===== config.mk =====
export PLATFORM = sky130hd
export DESIGN_NAME = adc_seq_frontend
export DESIGN_NICKNAME = d
export VERILOG_FILES = /design/src/rtl/adc_seq_pkg.sv /design/src/rtl/adc_sample_queue.sv /design/src/rtl/adc_noise_src.sv /design/src/rtl/adc_trig_scan.sv /design/src/rtl/adc_seq_frontend.sv
export SDC_FILE = /design/constraint.sdc
export NUM_CORES = 1
export LEC_CHECK = 0
export BUFFER_PORTS_ARGS = -buffer_cell sky130_fd_sc_hd__buf_4
export CELL_PAD_IN_SITES_DETAIL_PLACEMENT = 2
export CELL_PAD_IN_SITES_GLOBAL_PLACEMENT = 2
export CORE_UTILIZATION = 39
export CTS_CLUSTER_SIZE = 30
export DETAILED_ROUTE_END_ITERATION = 8
export PLACE_DENSITY = 0.73
export SYNTH_ARGS = -nofsm -noshare
export SYNTH_HDL_FRONTEND = slang
export SYNTH_SLANG_ARGS = --single-unit

===== constraint.sdc =====
create_clock -name clk -period 5.3 [get_ports clk]
set_input_delay 1.59 -clock clk [delete_from_list [all_inputs] [get_ports clk]]
set_output_delay 1.59 -clock clk [all_outputs]
set_load 0.03 [all_outputs]

===== src/rtl/adc_seq_pkg.sv =====
package adc_seq_pkg;

    typedef enum logic [0:0] {
        SCAN_IDLE = 1'b0,
        SCAN_WALK = 1'b1
    } scan_state_e;

    // global register offsets (low six address bits)
    localparam logic [5:0] G_ENABLE  = 6'h00;
    localparam logic [5:0] G_RAW     = 6'h04;
    localparam logic [5:0] G_MASK    = 6'h08;
    localparam logic [5:0] G_ICLR    = 6'h0C;
    localparam logic [5:0] G_OVF     = 6'h10;
    localparam logic [5:0] G_EVCODE  = 6'h14;
    localparam logic [5:0] G_UNF     = 6'h18;

    // per-sequencer window offsets
    localparam logic [4:0] W_CHSEL   = 5'h00;
    localparam logic [4:0] W_CTRL    = 5'h04;
    localparam logic [4:0] W_DATA    = 5'h08;
    localparam logic [4:0] W_STAT    = 5'h0C;

    // status word field positions
    localparam int STAT_WP_LSB = 4;
    localparam int STAT_EMPTY  = 8;
    localparam int STAT_FULL   = 12;

    localparam logic [31:0] CHSEL_KEEP = 32'h3333_3333;

endpackage


===== src/rtl/adc_sample_queue.sv =====
module adc_sample_queue #(
    parameter int DEPTH    = 16,
    parameter int SAMPLE_W = 12
) (
    input  logic                       clk,
    input  logic                       rst_n,
    input  logic                       push_i,
    input  logic [SAMPLE_W-1:0]        push_data_i,
    input  logic                       pop_i,
    output logic [SAMPLE_W-1:0]        head_o,
    output logic [$clog2(DEPTH)-1:0]   rd_ptr_o,
    output logic [$clog2(DEPTH)-1:0]   wr_ptr_o,
    output logic                       empty_o,
    output logic                       full_o,
    output logic                       ovf_evt_o,
    output logic                       unf_evt_o
);
    localparam int PTR_W = $clog2(DEPTH);

    logic [SAMPLE_W-1:0] mem_q [DEPTH];
    logic [PTR_W-1:0]    rd_q, wr_q;
    logic                empty_q, full_q;
    logic                push_ok, pop_ok;
    logic [PTR_W-1:0]    rd_inc, wr_inc;

    assign push_ok = push_i && !full_q;
    assign pop_ok  = pop_i && !empty_q;
    assign rd_inc  = rd_q + PTR_W'(1);
    assign wr_inc  = wr_q + PTR_W'(1);

    always_ff @(posedge clk) begin
        if (!rst_n) begin
            for (int i = 0; i < DEPTH; i++) mem_q[i] <= '0;
            rd_q    <= '0;
            wr_q    <= '0;
            empty_q <= 1'b1;
            full_q  <= 1'b0;
        end else begin
            if (push_ok) begin
                mem_q[wr_q] <= push_data_i;
                wr_q        <= wr_inc;
            end
            if (pop_ok) rd_q <= rd_inc;
            if (push_ok && !pop_ok) begin
                empty_q <= 1'b0;
                full_q  <= (wr_inc == rd_q);
            end else if (pop_ok && !push_ok) begin
                full_q  <= 1'b0;
                empty_q <= (rd_inc == wr_q);
            end
        end
    end

    assign head_o    = mem_q[rd_q];
    assign rd_ptr_o  = rd_q;
    assign wr_ptr_o  = wr_q;
    assign empty_o   = empty_q;
    assign full_o    = full_q;
    assign ovf_evt_o = push_i && full_q;
    assign unf_evt_o = pop_i && empty_q;

    p_flags_exclusive_r2: assert property (@(posedge clk) disable iff (!rst_n)
        !(empty_q && full_q));
    p_no_overflow_r3: assert property (@(posedge clk) disable iff (!rst_n)
        (full_q && push_i && !pop_i) |=> ($stable(wr_q) && full_q));
    p_pop_clears_full_r4: assert property (@(posedge clk) disable iff (!rst_n)
        (full_q && pop_i && !push_i) |=> !full_q);
    p_empty_pop_hold_r9: assert property (@(posedge clk) disable iff (!rst_n)
        (empty_q && pop_i && !push_i) |=> ($stable(rd_q) && empty_q));
endmodule


===== src/rtl/adc_noise_src.sv =====
module adc_noise_src #(
    parameter int          SAMPLE_W = 12,
    parameter logic [31:0] MULT     = 32'd314159,
    parameter int          BASE     = 'h200
) (
    input  logic                clk,
    input  logic                rst_n,
    input  logic                step_i,
    output logic [SAMPLE_W-1:0] sample_o
);
    logic [31:0] state_q;
    logic [31:0] state_nxt;

    assign state_nxt = state_q * MULT + 32'd1;

    always_ff @(posedge clk) begin
        if (!rst_n)      state_q <= '0;
        else if (step_i) state_q <= state_nxt;
    end

    // sample drawn from the state as it will be after this step
    assign sample_o = SAMPLE_W'(BASE) + SAMPLE_W'(state_nxt[18:16]);

    p_noise_hold_r6: assert property (@(posedge clk) disable iff (!rst_n)
        !step_i |=> $stable(state_q));
endmodule


===== src/rtl/adc_trig_scan.sv =====
module adc_trig_scan
    import adc_seq_pkg::*;
#(
    parameter int SEQ_N      = 4,
    parameter int TIMER_CODE = 5
) (
    input  logic               clk,
    input  logic               rst_n,
    input  logic               trig_i,
    input  logic [SEQ_N-1:0]   enable_i,
    input  logic [4*SEQ_N-1:0] evcode_i,
    output logic [SEQ_N-1:0]   push_o,
    output logic               step_o
);
    localparam int IDX_W = (SEQ_N > 1) ? $clog2(SEQ_N) : 1;
    localparam logic [IDX_W-1:0] LAST = IDX_W'(SEQ_N - 1);

    scan_state_e     state_q, state_d;
    logic [IDX_W-1:0] idx_q, idx_d;
    logic             take;

    always_ff @(posedge clk) begin
        if (!rst_n) begin
            state_q <= SCAN_IDLE;
            idx_q   <= '0;
        end else begin
            state_q <= state_d;
            idx_q   <= idx_d;
        end
    end

    always_comb begin
        state_d = state_q;
        idx_d   = idx_q;
        unique case (state_q)
            SCAN_IDLE: begin
                idx_d = '0;
                if (trig_i) state_d = SCAN_WALK;          // start
            end
            SCAN_WALK: begin
                if (idx_q == LAST) begin
                    state_d = SCAN_IDLE;                   // finish
                    idx_d   = '0;
                end else begin
                    idx_d = idx_q + IDX_W'(1);             // advance
                end
            end
            default: state_d = SCAN_IDLE;
        endcase
    end

    always_comb begin
        take   = 1'b0;
        push_o = '0;
        unique case (state_q)
            SCAN_IDLE: take = 1'b0;
            SCAN_WALK: take = enable_i[idx_q] &&
                              (evcode_i[4*idx_q +: 4] == 4'(TIMER_CODE));
            default:   take = 1'b0;
        endcase
        push_o[idx_q] = take;
        step_o        = take;
    end

    p_walk_finish_r11: assert property (@(posedge clk) disable iff (!rst_n)
        (state_q == SCAN_WALK && idx_q == LAST) |=> state_q == SCAN_IDLE);
    p_walk_ignores_trig_r11: assert property (@(posedge clk) disable iff (!rst_n)
        (state_q == SCAN_WALK && idx_q != LAST) |=> (state_q == SCAN_WALK && idx_q == $past(idx_q) + IDX_W'(1)));
    p_push_onehot_r5: assert property (@(posedge clk) disable iff (!rst_n)
        $onehot0(push_o) && (push_o == '0 || state_q == SCAN_WALK));
endmodule


===== src/rtl/adc_seq_frontend.sv =====
module adc_seq_frontend
    import adc_seq_pkg::*;
#(
    parameter int SEQ_N      = 4,
    parameter int DEPTH      = 16,
    parameter int SAMPLE_W   = 12,
    parameter int TIMER_CODE = 5
) (
    input  logic             clk,
    input  logic             rst_n,
    input  logic             trig_i,
    input  logic             req_valid_i,
    input  logic             req_write_i,
    input  logic [7:0]       req_addr_i,
    input  logic [31:0]      req_wdata_i,
    output logic [31:0]      rsp_rdata_o,
    output logic [SEQ_N-1:0] irq_o
);
    localparam int PTR_W = $clog2(DEPTH);
    localparam int EV_W  = 4 * SEQ_N;

    // address decode
    logic [2:0] blk;
    logic       in_glob, in_win;
    logic [1:0] win_idx;
    logic [4:0] win_reg;
    logic       wr_en, rd_en;

    assign blk     = req_addr_i[7:5] - 3'd2;
    assign in_win  = (blk < 3'd4) && (32'(blk) < SEQ_N);
    assign win_idx = blk[1:0];
    assign win_reg = req_addr_i[4:0];
    assign in_glob = (req_addr_i[7:6] == 2'b00);
    assign wr_en   = req_valid_i && req_write_i;
    assign rd_en   = req_valid_i && !req_write_i;

    // global registers
    logic [SEQ_N-1:0] enable_q, mask_q, raw_q, ovf_q, unf_q;
    logic [EV_W-1:0]  evcode_q;
    logic [SEQ_N-1:0] push_vec, ovf_evt, unf_evt, pop_vec, clr_vec;
    logic             step;
    logic [SAMPLE_W-1:0] sample;

    // per-sequencer state
    logic [31:0]         chsel_q [SEQ_N];
    logic [31:0]         ctrl_q  [SEQ_N];
    logic [SAMPLE_W-1:0] head    [SEQ_N];
    logic [31:0]         stat    [SEQ_N];

    assign clr_vec = (wr_en && in_glob && req_addr_i[5:0] == G_ICLR) ?
                     req_wdata_i[SEQ_N-1:0] : '0;

    adc_trig_scan #(.SEQ_N(SEQ_N), .TIMER_CODE(TIMER_CODE)) u_scan (
        .clk      (clk),
        .rst_n    (rst_n),
        .trig_i   (trig_i),
        .enable_i (enable_q),
        .evcode_i (evcode_q),
        .push_o   (push_vec),
        .step_o   (step)
    );

    adc_noise_src #(.SAMPLE_W(SAMPLE_W)) u_noise (
        .clk      (clk),
        .rst_n    (rst_n),
        .step_i   (step),
        .sample_o (sample)
    );

    for (genvar n = 0; n < SEQ_N; n++) begin : g_seq
        logic [PTR_W-1:0] rp, wp;
        logic             emp, ful;

        assign pop_vec[n] = rd_en && in_win && (win_idx == 2'(n)) && (win_reg == W_DATA);

        adc_sample_queue #(.DEPTH(DEPTH), .SAMPLE_W(SAMPLE_W)) u_queue (
            .clk         (clk),
            .rst_n       (rst_n),
            .push_i      (push_vec[n]),
            .push_data_i (sample),
            .pop_i       (pop_vec[n]),
            .head_o      (head[n]),
            .rd_ptr_o    (rp),
            .wr_ptr_o    (wp),
            .empty_o     (emp),
            .full_o      (ful),
            .ovf_evt_o   (ovf_evt[n]),
            .unf_evt_o   (unf_evt[n])
        );

        assign stat[n] = (32'(ful) << STAT_FULL) | (32'(emp) << STAT_EMPTY) |
                         (32'(wp) << STAT_WP_LSB) | 32'(rp);

        always_ff @(posedge clk) begin
            if (!rst_n) begin
                chsel_q[n] <= '0;
                ctrl_q[n]  <= '0;
            end else if (wr_en && in_win && win_idx == 2'(n)) begin
                if (win_reg == W_CHSEL) chsel_q[n] <= req_wdata_i & CHSEL_KEEP;
                if (win_reg == W_CTRL)  ctrl_q[n]  <= req_wdata_i;
            end
        end
    end

    always_ff @(posedge clk) begin
        if (!rst_n) begin
            enable_q <= '0;
            mask_q   <= '0;
            raw_q    <= '0;
            ovf_q    <= '0;
            unf_q    <= '0;
            evcode_q <= '0;
        end else begin
            raw_q <= (raw_q & ~clr_vec) | push_vec;
            ovf_q <= (ovf_q & ~((wr_en && in_glob && req_addr_i[5:0] == G_OVF) ?
                                req_wdata_i[SEQ_N-1:0] : '0)) | ovf_evt;
            unf_q <= (unf_q & ~((wr_en && in_glob && req_addr_i[5:0] == G_UNF) ?
                                req_wdata_i[SEQ_N-1:0] : '0)) | unf_evt;
            if (wr_en && in_glob) begin
                unique case (req_addr_i[5:0])
                    G_ENABLE: enable_q <= req_wdata_i[SEQ_N-1:0];
                    G_MASK:   mask_q   <= req_wdata_i[SEQ_N-1:0];
                    G_EVCODE: evcode_q <= req_wdata_i[EV_W-1:0];
                    default:  ;
                endcase
            end
        end
    end

    // read path
    logic [31:0] rd_val;
    always_comb begin
        rd_val = '0;
        if (in_glob) begin
            unique case (req_addr_i[5:0])
                G_ENABLE: rd_val = 32'(enable_q);
                G_RAW:    rd_val = 32'(raw_q);
                G_MASK:   rd_val = 32'(mask_q);
                G_ICLR:   rd_val = 32'(raw_q & mask_q);
                G_OVF:    rd_val = 32'(ovf_q);
                G_EVCODE: rd_val = 32'(evcode_q);
                G_UNF:    rd_val = 32'(unf_q);
                default:  rd_val = '0;
            endcase
        end else if (in_win) begin
            unique case (win_reg)
                W_CHSEL: rd_val = chsel_q[win_idx];
                W_CTRL:  rd_val = ctrl_q[win_idx];
                W_DATA:  rd_val = 32'(head[win_idx]);
                W_STAT:  rd_val = stat[win_idx];
                default: rd_val = '0;
            endcase
        end
    end

    always_ff @(posedge clk) begin
        if (!rst_n)     rsp_rdata_o <= '0;
        else if (rd_en) rsp_rdata_o <= rd_val;
    end

    assign irq_o = raw_q & mask_q;

    p_clear_wins_r8: assert property (@(posedge clk) disable iff (!rst_n)
        (clr_vec != '0) |=> ((raw_q & $past(clr_vec & ~push_vec)) == '0));
    p_push_sets_raw_r5: assert property (@(posedge clk) disable iff (!rst_n)
        (push_vec != '0) |=> ((raw_q & $past(push_vec)) == $past(push_vec)));
    p_ovf_sticky_r10: assert property (@(posedge clk) disable iff (!rst_n)
        !(wr_en && in_glob && req_addr_i[5:0] == G_OVF) |=> ((ovf_q & $past(ovf_q)) == $past(ovf_q)));
    p_unf_sticky_r10: assert property (@(posedge clk) disable iff (!rst_n)
        !(wr_en && in_glob && req_addr_i[5:0] == G_UNF) |=> ((unf_q & $past(unf_q)) == $past(unf_q)));
endmodule


* Word level (Yosys, flattened, before mapping)
Memories as Yosys holds them, arrays and structs flattened. A register that Yosys moved wholly into a read port is not among the register bits.
Cells that the tools add are included.
** Word-level totals
- Register bits :: 143
- RAM bits :: 896
- Bits of input ports :: 45
- Output and inout bits :: 36
- Word-level logic and storage cells :: 292
- Memories kept :: 6
** Operators by class
- $add $sub $neg :: 12
- Multipliers :: 1
- $lt $le $gt $ge :: 5
- Eq/ne operators :: 22
- Shift-type cells :: 1
- Multiplexer cells :: 106
- Bitwise logic cells :: 34
- Reductions and logical operators :: 79
** Memories
- g_seq[0].u_queue.mem_q :: words 16, width 11, read ports 1, clocked after memory_dff 1, write ports 16, RTL line adc_sample_queue.sv:20 : logic [SAMPLE_W-1:0] mem_q [DEPTH];
- g_seq[1].u_queue.mem_q :: words 16, width 11, read ports 1, clocked after memory_dff 1, write ports 16, RTL line adc_sample_queue.sv:20
- g_seq[2].u_queue.mem_q :: words 16, width 11, read ports 1, clocked after memory_dff 1, write ports 16, RTL line adc_sample_queue.sv:20
- g_seq[3].u_queue.mem_q :: words 16, width 11, read ports 1, clocked after memory_dff 1, write ports 16, RTL line adc_sample_queue.sv:20
- ctrl_q :: words 4, width 32, read ports 1, clocked after memory_dff 0, write ports 4, RTL line adc_seq_frontend.sv:46 : logic [31:0] ctrl_q [SEQ_N];
- chsel_q :: words 4, width 16, read ports 1, clocked after memory_dff 0, write ports 4, RTL line adc_seq_frontend.sv:45 : logic [31:0] chsel_q [SEQ_N];
** Operators by type and width (count)
- 32-bit 2-to-1 mux :: 8
- 32-bit case mux with 4 select lines :: 1
- 16-bit case mux with 7 select lines :: 1
- 32-bit binary-select mux with 2-bit select :: 1
- 16-bit 2-to-1 mux :: 4
- 1-bit 2-to-1 mux :: 63
- 4-bit 2-to-1 mux :: 15
- 13-bit by 4-bit OR with 13-bit output :: 4
- 13-bit by 8-bit OR with 13-bit output :: 4
- 13-bit by 9-bit OR with 13-bit output :: 4
- 1-bit logical AND :: 47
- 11-bit 2-to-1 mux :: 4
- 11-bit OR reduction :: 4
- 32-bit by 1-bit adder with 32-bit output, second input constant :: 1
- 4-bit by 1-bit adder with 4-bit output, second input constant :: 8
- 4-bit equality test :: 8
- 32-bit by 19-bit multiplier with 32-bit output, second input constant :: 1
- 4-bit bitwise AND :: 6
- 12-bit binary-select mux with 2-bit select :: 1
- 12-bit 2-to-1 mux :: 2
- 6-bit by 5-bit equality test with 1-bit output, second input constant :: 3
- 1-bit zero test :: 17
- 16-bit by 5-bit indexed part select with 4-bit output :: 1
- 6-bit by 4-bit equality test with 1-bit output, second input constant :: 2
- other kinds (28) :: 50

* Longest topological paths before layout
Gate-level depths: netlist of run 1.
- Depth in word-level cells :: 11
- Mapped depth :: 22
- Mapped depth without buffers :: 20

* Hierarchy
From an unflattened synthesis of run 1, not the netlist that was laid out.
** Second synthesis, totals
- Cell total of the unflattened synthesis :: 3938
- Area, all modules :: 54758.8 um^2
** By module, submodules not included
- adc_sample_queue at g_seq[1].u_queue ... :: instances 3, cells each 625, area each 9481.6 um^2, sequential area each 6045.8 um^2
- adc_seq_frontend :: instances 1, cells each 925, area each 12134.1 um^2, sequential area each 7126.8 um^2
- adc_sample_queue at g_seq[0].u_queue :: instances 1, cells each 620, area each 9460.3 um^2, sequential area each 6045.8 um^2
- adc_noise_src :: instances 1, cells each 486, area each 4405.5 um^2, sequential area each 380.4 um^2
- adc_trig_scan :: instances 1, cells each 32, area each 314.1 um^2, sequential area each 60.1 um^2

* Least setup slack after synthesis of run 1
OpenSTA, ideal clock, no wires.
- Kind :: flip-flop to flip-flop
- Start :: reg u_noise.state_q[9]
- End :: mem g_seq[3].u_queue.mem_q[6][1] in the netlist's numbering (data pin)
- Library setup time :: 255 ps
- Data arrival time :: 5136 ps
- Slack :: -91 ps
- Cell stages (with the launch flop) :: 20
- Buffers on the path :: 1
- Period minus slack after synthesis :: 5391 ps
- Cells stage by stage :: dfxtp_1 inv_1 fa_1 inv_1 ha_1 inv_1 fa_1 inv_1 fa_1 inv_1 fa_1 fa_1 inv_1 ha_1 a211o_1 o22ai_1 o31a_1 xor2_2 buf_4 nor2_1
** RTL lines
- start, declared :: RTL line adc_noise_src.sv:11 : logic [31:0] state_q;
- start signal, assigned :: RTL line adc_noise_src.sv:18 : else if (step_i) state_q <= state_nxt;
- end, declared :: RTL line adc_sample_queue.sv:20

==> flow_summary.toml, run 1 <==
[run_status]
status = "finished, violations left"
failed_checks = "negative setup slack"

[critical_path]
regToRegSetupSlack_ns = -0.20
crit_arrival_ns = 5.86
crit_path_end_kind = "register"
crit_fanout = 5
r2r_start = "u_noise.state_q[12]"
crit_type = "register to register"
crit_buf_inv = 12
slowest_stage = "fa_1"
r2r_end = "g_seq[1].u_queue.mem_q[9][1]"
cpLargestDelayFamily = "adder cells"
r2r_cells = 24
cpPeakStageDelay_ns = 0.54
crit_required_ns = 5.66
start_kind = "register"
crit_chain = "inv_4 > buf_6 > fa_1 > inv_2 > ha_4 > inv_2 > fa_1 > inv_2 > fa_1 > fa_1 > inv_2 > fa_1 > inv_2 > ha_4 > inv_4 > o21bai_4 > a21oi_2 > o31a_1 > xor2_4 > buf_4 > buf_8 > buf_12 > buf_16 > nor2_4"

[detailed_routing]
firstDrtPassIters = 5
ant_nets = 0
drc = 0
wl_per_cell_um = 26.3
routed_wl_um = 101000
vias_per_cell = 5.46
routed-via-count = 20941
drtIter0Drc = 1280

[finish]
nNetsFinal = 2965
drive_gt1_frac = 0.226
final_util = 0.475
stdcell_area_um2 = 36200
area_delta_synth_final_pct = 19.8

[floorplan]
core_um2 = 76300
die_x_um = 280
rows = 101
start_util = 0.396
io_pins = 81
fp.dieArea_um2 = 78600
die_h_um = 280

[timing]
relSlewSlack = 0.293
rsz0062_at_grt = "true"
skew_ns = 0.0321
layout_setup_ws_ns = -0.198
tightest_slew_ns = 1.06
setup_violations = 183
hold_viol_final = 0
fin_crit_ns = 5.50
fin_crit_sh = 1.04
slew_violations = 0
finalSetupTns_ns = -21.11
fmax_mhz = 182

[placed_design]
gp_congestion = 0.836
dp_hpwl_um = 64500
dpl_cell_area_um2 = 32400
portBuffers = 80
preCtsSetupSlack_ns = -0.300

[global_routing]
grt_pass1_wl_um = 148000
grt_use_met3 = 0.0404
grt_pass1_vias = 23508
met2_usage = 0.439
grt_max_degree = 101
grt.total_usage = 0.251
overflow = 0
met1_usage = 0.318
antenna_found_initial = 1
top_usage_layer = "met2"

[clock_network]
numCtsBuffers = 70
h-tree-depth = 3
clkTransAtPathRegs_ns = 0.06
cts_sinks = 594
cts-hold-fix-buffers = 0
root_buffer = "clkbuf_16"
cts_tree = "built"
cts_buffer_depth = 3
clkLatencyLatePin_ns = 0.64

[hold_path]
hold_end = "g_seq[1].u_queue.mem_q[13][9]"
hold_start = "g_seq[1].u_queue.mem_q[13][9]"
hold_depth = 2
hp-class = "register to register"

[synthesis]
ys_types = 69
yosysSeqAreaShare = 0.520
ys.flop_type = "edfxtp_1"
synth-warning-count = 0
syn_nets = 2809
synth_cells = 2589
synth-seq-cells = 594
syn_area_um2 = 30200
synth_edf_count = 384
synth_area_leaders = "edfxtp_1 38%, dfxtp_1 14%, mux4_2 10%"
synth_top_area_share = 0.381
syn_avg_cell_area_um2 = 11.7
synth-async-reset-ratio = 0
yosysTopAreaCell = "edfxtp_1"

[power]
p_leak_nw = 14.0
p_per_area_nw_per_um2 = 289
ir_worst_vdd_mv = 0.255

[run]
drv_cap = 0
==> through the flow <==
stage / power (mW) / hold WS (ns) / std cells
detailed placement: 5.69 / 0.444 / 3657
global placement: 5.66 / 0.432 / 3657
finish: 10.5 / 0.451 / 3833
CTS: 10.6 / 0.456 / 3811
floorplan: 5.47 / 0.418 / 2589
global route: 10.8 / 0.473 / 3832
==> tightest hold or removal path, delay by kind of cell (launching register included) <==
family | cells | cell delay [ns]
simple gates | 2 | 0.10
flops | 1 | 0.31
==> cell usage after synthesis (5+ instances only) <==
library cell	number
edfxtp_1	384
nand4_1	6
ha_1	108
buf_1	10
mux2i_1	29
nand2b_1	8
clkbuf_1	92
a31oi_1	6
nand3_1	54
inv_1	185
dfxtp_1	210
nor4_1	6
nor3b_1	14
xor2_1	22
nand2_1	354
o22ai_1	5
o21ai_0	37
nor2_1	245
o211a_1	7
mux4_2	134
nor3_1	38
buf_2	30
xnor2_1	72
and3_1	19
and2_1	207
a221oi_1	8
a21oi_1	38
fa_1	67
a211oi_1	7
buf_4	8
a21boi_0	35
a22oi_1	14
o21a_1	5
o211ai_1	5
nor2b_1	48
==> layout by cell type (no fill, tap or decap), types with 47 or more instances in the layout <==
cell type  count
mux4_2       134
clkbuf_16     82
xnor2_1       71
edfxtp_1     384
nor2_1       164
nor2b_1       47
and2_1       207
nand3_1       54
nand2_1      351
inv_1        160
nor2_2        59
dfxtp_1      203
buf_4        179
ha_1          98
fa_1          67
==> what timing repair did <==
item,4_1_cts,5_1_grt
gates cloned,10,11
pin swaps,27,30
setup buffers,16,11
gates resized for setup,71,137
endpoints found under the setup margin,193,194
==> registers in the layout, summed over array words and instances, names as in the netlist, named ones only <==
register / flops
g_seq.u_queue.mem_q: 256
ctrl_q: 128
chsel_q: 64
rsp_rdata_o: 32
u_noise.state_q: 19
evcode_q: 16
g_seq.u_queue.rd_ptr_o: 16
g_seq.u_queue.wr_ptr_o: 16
enable_q: 4
g_seq.u_queue.empty_o: 4
g_seq.u_queue.full_o: 4
mask_q: 4
ovf_q: 4
raw_q: 4
unf_q: 4
u_scan.idx_q: 2
u_scan.state_q: 1
==> cells by family (layout without fill, tap and decap cells) <==
logic type,after synthesis,in the layout,synth area share
buffers and inverters,331,544,0.0442
adder cells (fa/ha/maj),175,175,0.0890
multiplexers,166,166,0.112
AO/OA/AOI/OAI,199,199,0.0444
AND/OR/NAND/NOR,1029,1029,0.162
XOR/XNOR,95,95,0.0278
other,0,1,0
flip-flops,594,594,0.520
==> routing by layer <==
layer | routed length (µm) | share of wire | up-vias
met2 | 51200 | 0.51 | 438
met1 | 42400 | 0.42 | 11048
met4 | 2930 | 0.029 | 0
li1 | - | - | 9299
met3 | 4190 | 0.042 | 156
met5 | 0 | 0 | -
==> power by group <==
group / switching [mW] / total, mW / internal, mW
registers: 0.0589 / 5.13 / 5.07
clock network: 2.07 / 4.89 / 2.82
logic: 0.297 / 0.470 / 0.173
==> area by class of cell <==
cell class | instances | area [µm²]
tap | 1030 | 1290
multi-input combinational | 1664 | 13800
sequential | 594 | 15700
timing repair buffer | 227 | 2370
clock buffer | 105 | 2070
fill | 7576 | 40100
inverter | 188 | 716
clock inverter | 24 | 235
antenna | 1 | 2.50
==> worst max path at each step <==
| stage | from | to | depth (start not counted) |
|---|---|---|---|
| after floorplan | u_noise.state_q[10] | g_seq[3].u_queue.mem_q[6][1] | 19 |
| after global placement | u_noise.state_q[10] | g_seq[0].u_queue.mem_q[13][2] | 21 |
| after detailed placement | u_noise.state_q[11] | g_seq[2].u_queue.mem_q[14][0] | 21 |
| after CTS | u_noise.state_q[10] | g_seq[0].u_queue.mem_q[14][1] | 22 |
| after global routing | u_noise.state_q[11] | g_seq[3].u_queue.mem_q[0][1] | 23 |
| final | u_noise.state_q[12] | g_seq[1].u_queue.mem_q[9][1] | 24 |
Power figures use the tool's default switching activity.
==> run 2, diff against run 1 <==
--- a/config.mk
+++ b/config.mk
@@ -8,10 +8,10 @@
 export BUFFER_PORTS_ARGS = -buffer_cell sky130_fd_sc_hd__buf_4
 export CELL_PAD_IN_SITES_DETAIL_PLACEMENT = 2
 export CELL_PAD_IN_SITES_GLOBAL_PLACEMENT = 2
-export CORE_UTILIZATION = 39
+export CORE_UTILIZATION = 45
 export CTS_CLUSTER_SIZE = 30
 export DETAILED_ROUTE_END_ITERATION = 8
-export PLACE_DENSITY = 0.73
+export PLACE_DENSITY_LB_ADDON = 0.1
 export SYNTH_ARGS = -nofsm -noshare
 export SYNTH_HDL_FRONTEND = slang
 export SYNTH_SLANG_ARGS = --single-unit
==> constraint.sdc (replaced) <==
create_clock -name clk -period 6.64 [get_ports clk]
set_input_delay 1.992 -clock clk [delete_from_list [all_inputs] [get_ports clk]]
set_output_delay 1.992 -clock clk [all_outputs]
set_load 0.03 [all_outputs]
==> run 2 against run 1 <==
- the run ends with design-rule violations left
- global-route usage is 2.8 points higher
- critical path depth is 5 lower
- routed wire length is 7.6% lower
- sequential power is 20% lower
- via count is 3.3% lower
- setup slack better by 0.50 ns
- final area is 6.0% lower
- fmax is 13% lower
- critical path type unchanged
- critical endpoint is now g_seq[0].u_queue.mem_q[5][1]
- highest routed layer unchanged
==> flow_summary.toml, run 2 (synthesized netlist as in run 1, its figures left out) <==
[global_routing]
grt_pass1_vias = 23073
overflow = 0
antenna_found_initial = 3
grt_pass1_wl_um = 143000
grt_max_degree = 135
grt.total_usage = 0.280

[timing]
fin_crit_sh = 0.954
skew_ns = 0.0218
tightest_slew_ns = 1.17
setup_violations = 0
fmax_mhz = 158
slew_violations = 0
hold-worst-slack_ns = 0.449
fin_crit_ns = 6.33
relSlewSlack = 0.215
rsz0062_at_grt = "false"
finalSetupTns_ns = 0
layout_setup_ws_ns = 0.306
hold_viol_final = 0

[run_status]
failed_checks = "design-rule violations"
status = "finished, violations left"

[finish]
final_util = 0.515
layout.area.seq_um2 = 15700
multi_input_area_um2 = 13300
area_delta_synth_final_pct = 12.6
nNetsFinal = 2862
mostFrequentLayoutCell = "edfxtp_1"
drive_gt1_frac = 0.143
stdcell_area_um2 = 34100
layout.cells.non_filler = 3562
antenna_cells = 0
reg_top3 = "g_seq.u_queue.mem_q (256), ctrl_q (128), chsel_q (64)"
regMostFlops = "g_seq.u_queue.mem_q"
largest_reg_flops = 256
final.fill_count = 6460
mostFrequentLayoutCells = "384 x edfxtp_1, 354 x nand2_1, 243 x nor2_1, 210 x dfxtp_1, 207 x and2_1"

[critical_path]
crit_start = "u_noise.state_q[9]"
r2r_end = "g_seq[0].u_queue.mem_q[5][1]"
cp_num_cells = 19
crit_path_end_kind = "register"
cp_common_cell = "inv_1"
start_kind = "register"
crit_arrival_ns = 6.67
crit_required_ns = 6.97
cpLargestDelayFamily = "adder cells"
slowest_stage = "fa_1"
crit_chain = "inv_1 > fa_1 > inv_1 > ha_1 > inv_1 > fa_1 > inv_1 > fa_1 > inv_1 > fa_1 > fa_1 > inv_1 > ha_1 > a211o_1 > o22ai_1 > o31a_1 > xor2_4 > buf_12 > nor2_1"
r2r_cells = 19
crit_fanout = 15
regToRegSetupSlack_ns = 0.31
crit_buf_inv = 7
cpPeakStageDelay_ns = 0.63
r2r_start = "u_noise.state_q[9]"
endpoint = "g_seq[0].u_queue.mem_q[5][1]"
crit_type = "register to register"

[power]
p_per_area_nw_per_um2 = 241
pwr-share-seq = 0.498
netSwitchingFraction = 0.226
total_power_mw = 8.22
ir_worst_vdd_mv = 0.180
power_switching_mw = 1.86
clock_power_share = 0.457
p_leak_nw = 13.2
combPwrFrac = 0.045
p_int_mw = 6.36

[detailed_routing]
wl_per_cell_um = 26.1
routed_wl_um = 93100
ant_nets = 0
drc = 10
firstDrtPassIters = 9
vias_per_cell = 5.69
routed-via-count = 20256
drtIter0Drc = 1304

[placed_design]
dp_hpwl_um = 65100
portBuffers = 80
gp_congestion = 0.849
dpl_cell_area_um2 = 31800
preCtsSetupSlack_ns = 0.326
place_inst = 3435

[clock_network]
cts_setup_buffers = 0
root_buffer = "clkbuf_16"
clkLatencyLatePin_ns = 0.61
clkTransAtPathRegs_ns = 0.07
numCtsBuffers = 69
cts_tree = "built"
cts_sinks = 594
cts_buffer_depth = 3
h-tree-depth = 3

[run]
drv_cap = 0

[hold_path]
hold_depth = 2
hp-class = "register to register"

[floorplan]
io_pins = 81
fp.dieArea_um2 = 68200
rows = 94
die_x_um = 261
die_h_um = 261
start_util = 0.457
core_um2 = 66100
run 2: routing by layer:
| metal | vias to the layer above | GRT usage | part of all wire |
|---|---|---|---|
| met5 | - | 0 | 0 |
| met2 | 438 | 0.485 | 0.51 |
| li1 | 9061 | - | - |
| met4 | 0 | 0.0828 | 0.027 |
| met1 | 10608 | 0.365 | 0.43 |
| met3 | 149 | 0.0362 | 0.040 |
run 2: power groups by stage:
| stage | registers (mW) | logic (mW) | clock network [mW] |
|---|---|---|---|
| floorplan | 4.16 | 0.207 | 0 |
| global placement | 4.15 | 0.353 | 0 |
| detailed placement | 4.17 | 0.365 | 0 |
| CTS | 4.10 | 0.369 | 3.83 |
| global route | 4.10 | 0.388 | 3.96 |
| finish | 4.09 | 0.367 | 3.76 |
run 2: final cells by class:
cell class                      count  area share
Sequential cell                   594       0.462
Multi-Input combinational cell   1664       0.389
Clock buffer                      101      0.0599
Tap cell                          864      0.0317
Timing Repair Buffer              125      0.0310
Inverter                          188      0.0207
Clock inverter                     26     0.00529
run 2: how the worst min path moves through the flow:
stage	from	slack, ns	endpoint
2_1_floorplan	g_seq[0].u_queue.mem_q[1][9]	0.42	g_seq[0].u_queue.mem_q[1][9]
6_report	g_seq[3].u_queue.mem_q[11][9]	0.45	g_seq[3].u_queue.mem_q[11][9]
3_5_place_dp	g_seq[3].u_queue.mem_q[11][9]	0.44	g_seq[3].u_queue.mem_q[11][9]
4_1_cts	g_seq[3].u_queue.mem_q[11][9]	0.45	g_seq[3].u_queue.mem_q[11][9]
3_3_place_gp	g_seq[1].u_queue.mem_q[14][9]	0.43	g_seq[1].u_queue.mem_q[14][9]
5_1_grt	g_seq[2].u_queue.mem_q[8][9]	0.47	g_seq[2].u_queue.mem_q[8][9]
run 2: repair_timing:
item	CTS	global route
endpoints found under the setup margin	0	12
gates resized for setup	0	1
hold buffers	0	0
run 2: worst register-to-register path: cells and delay by family, from the launching register on:
kind | cells | cell delay [ns]
buffers and inverters | 7 | 0.74
flip-flops | 1 | 0.47
adder cells (fa/ha/maj) | 7 | 3.20
AND/OR/NAND/NOR | 1 | 0.07
AO/OA/AOI/OAI | 3 | 0.99
XOR/XNOR | 1 | 0.59
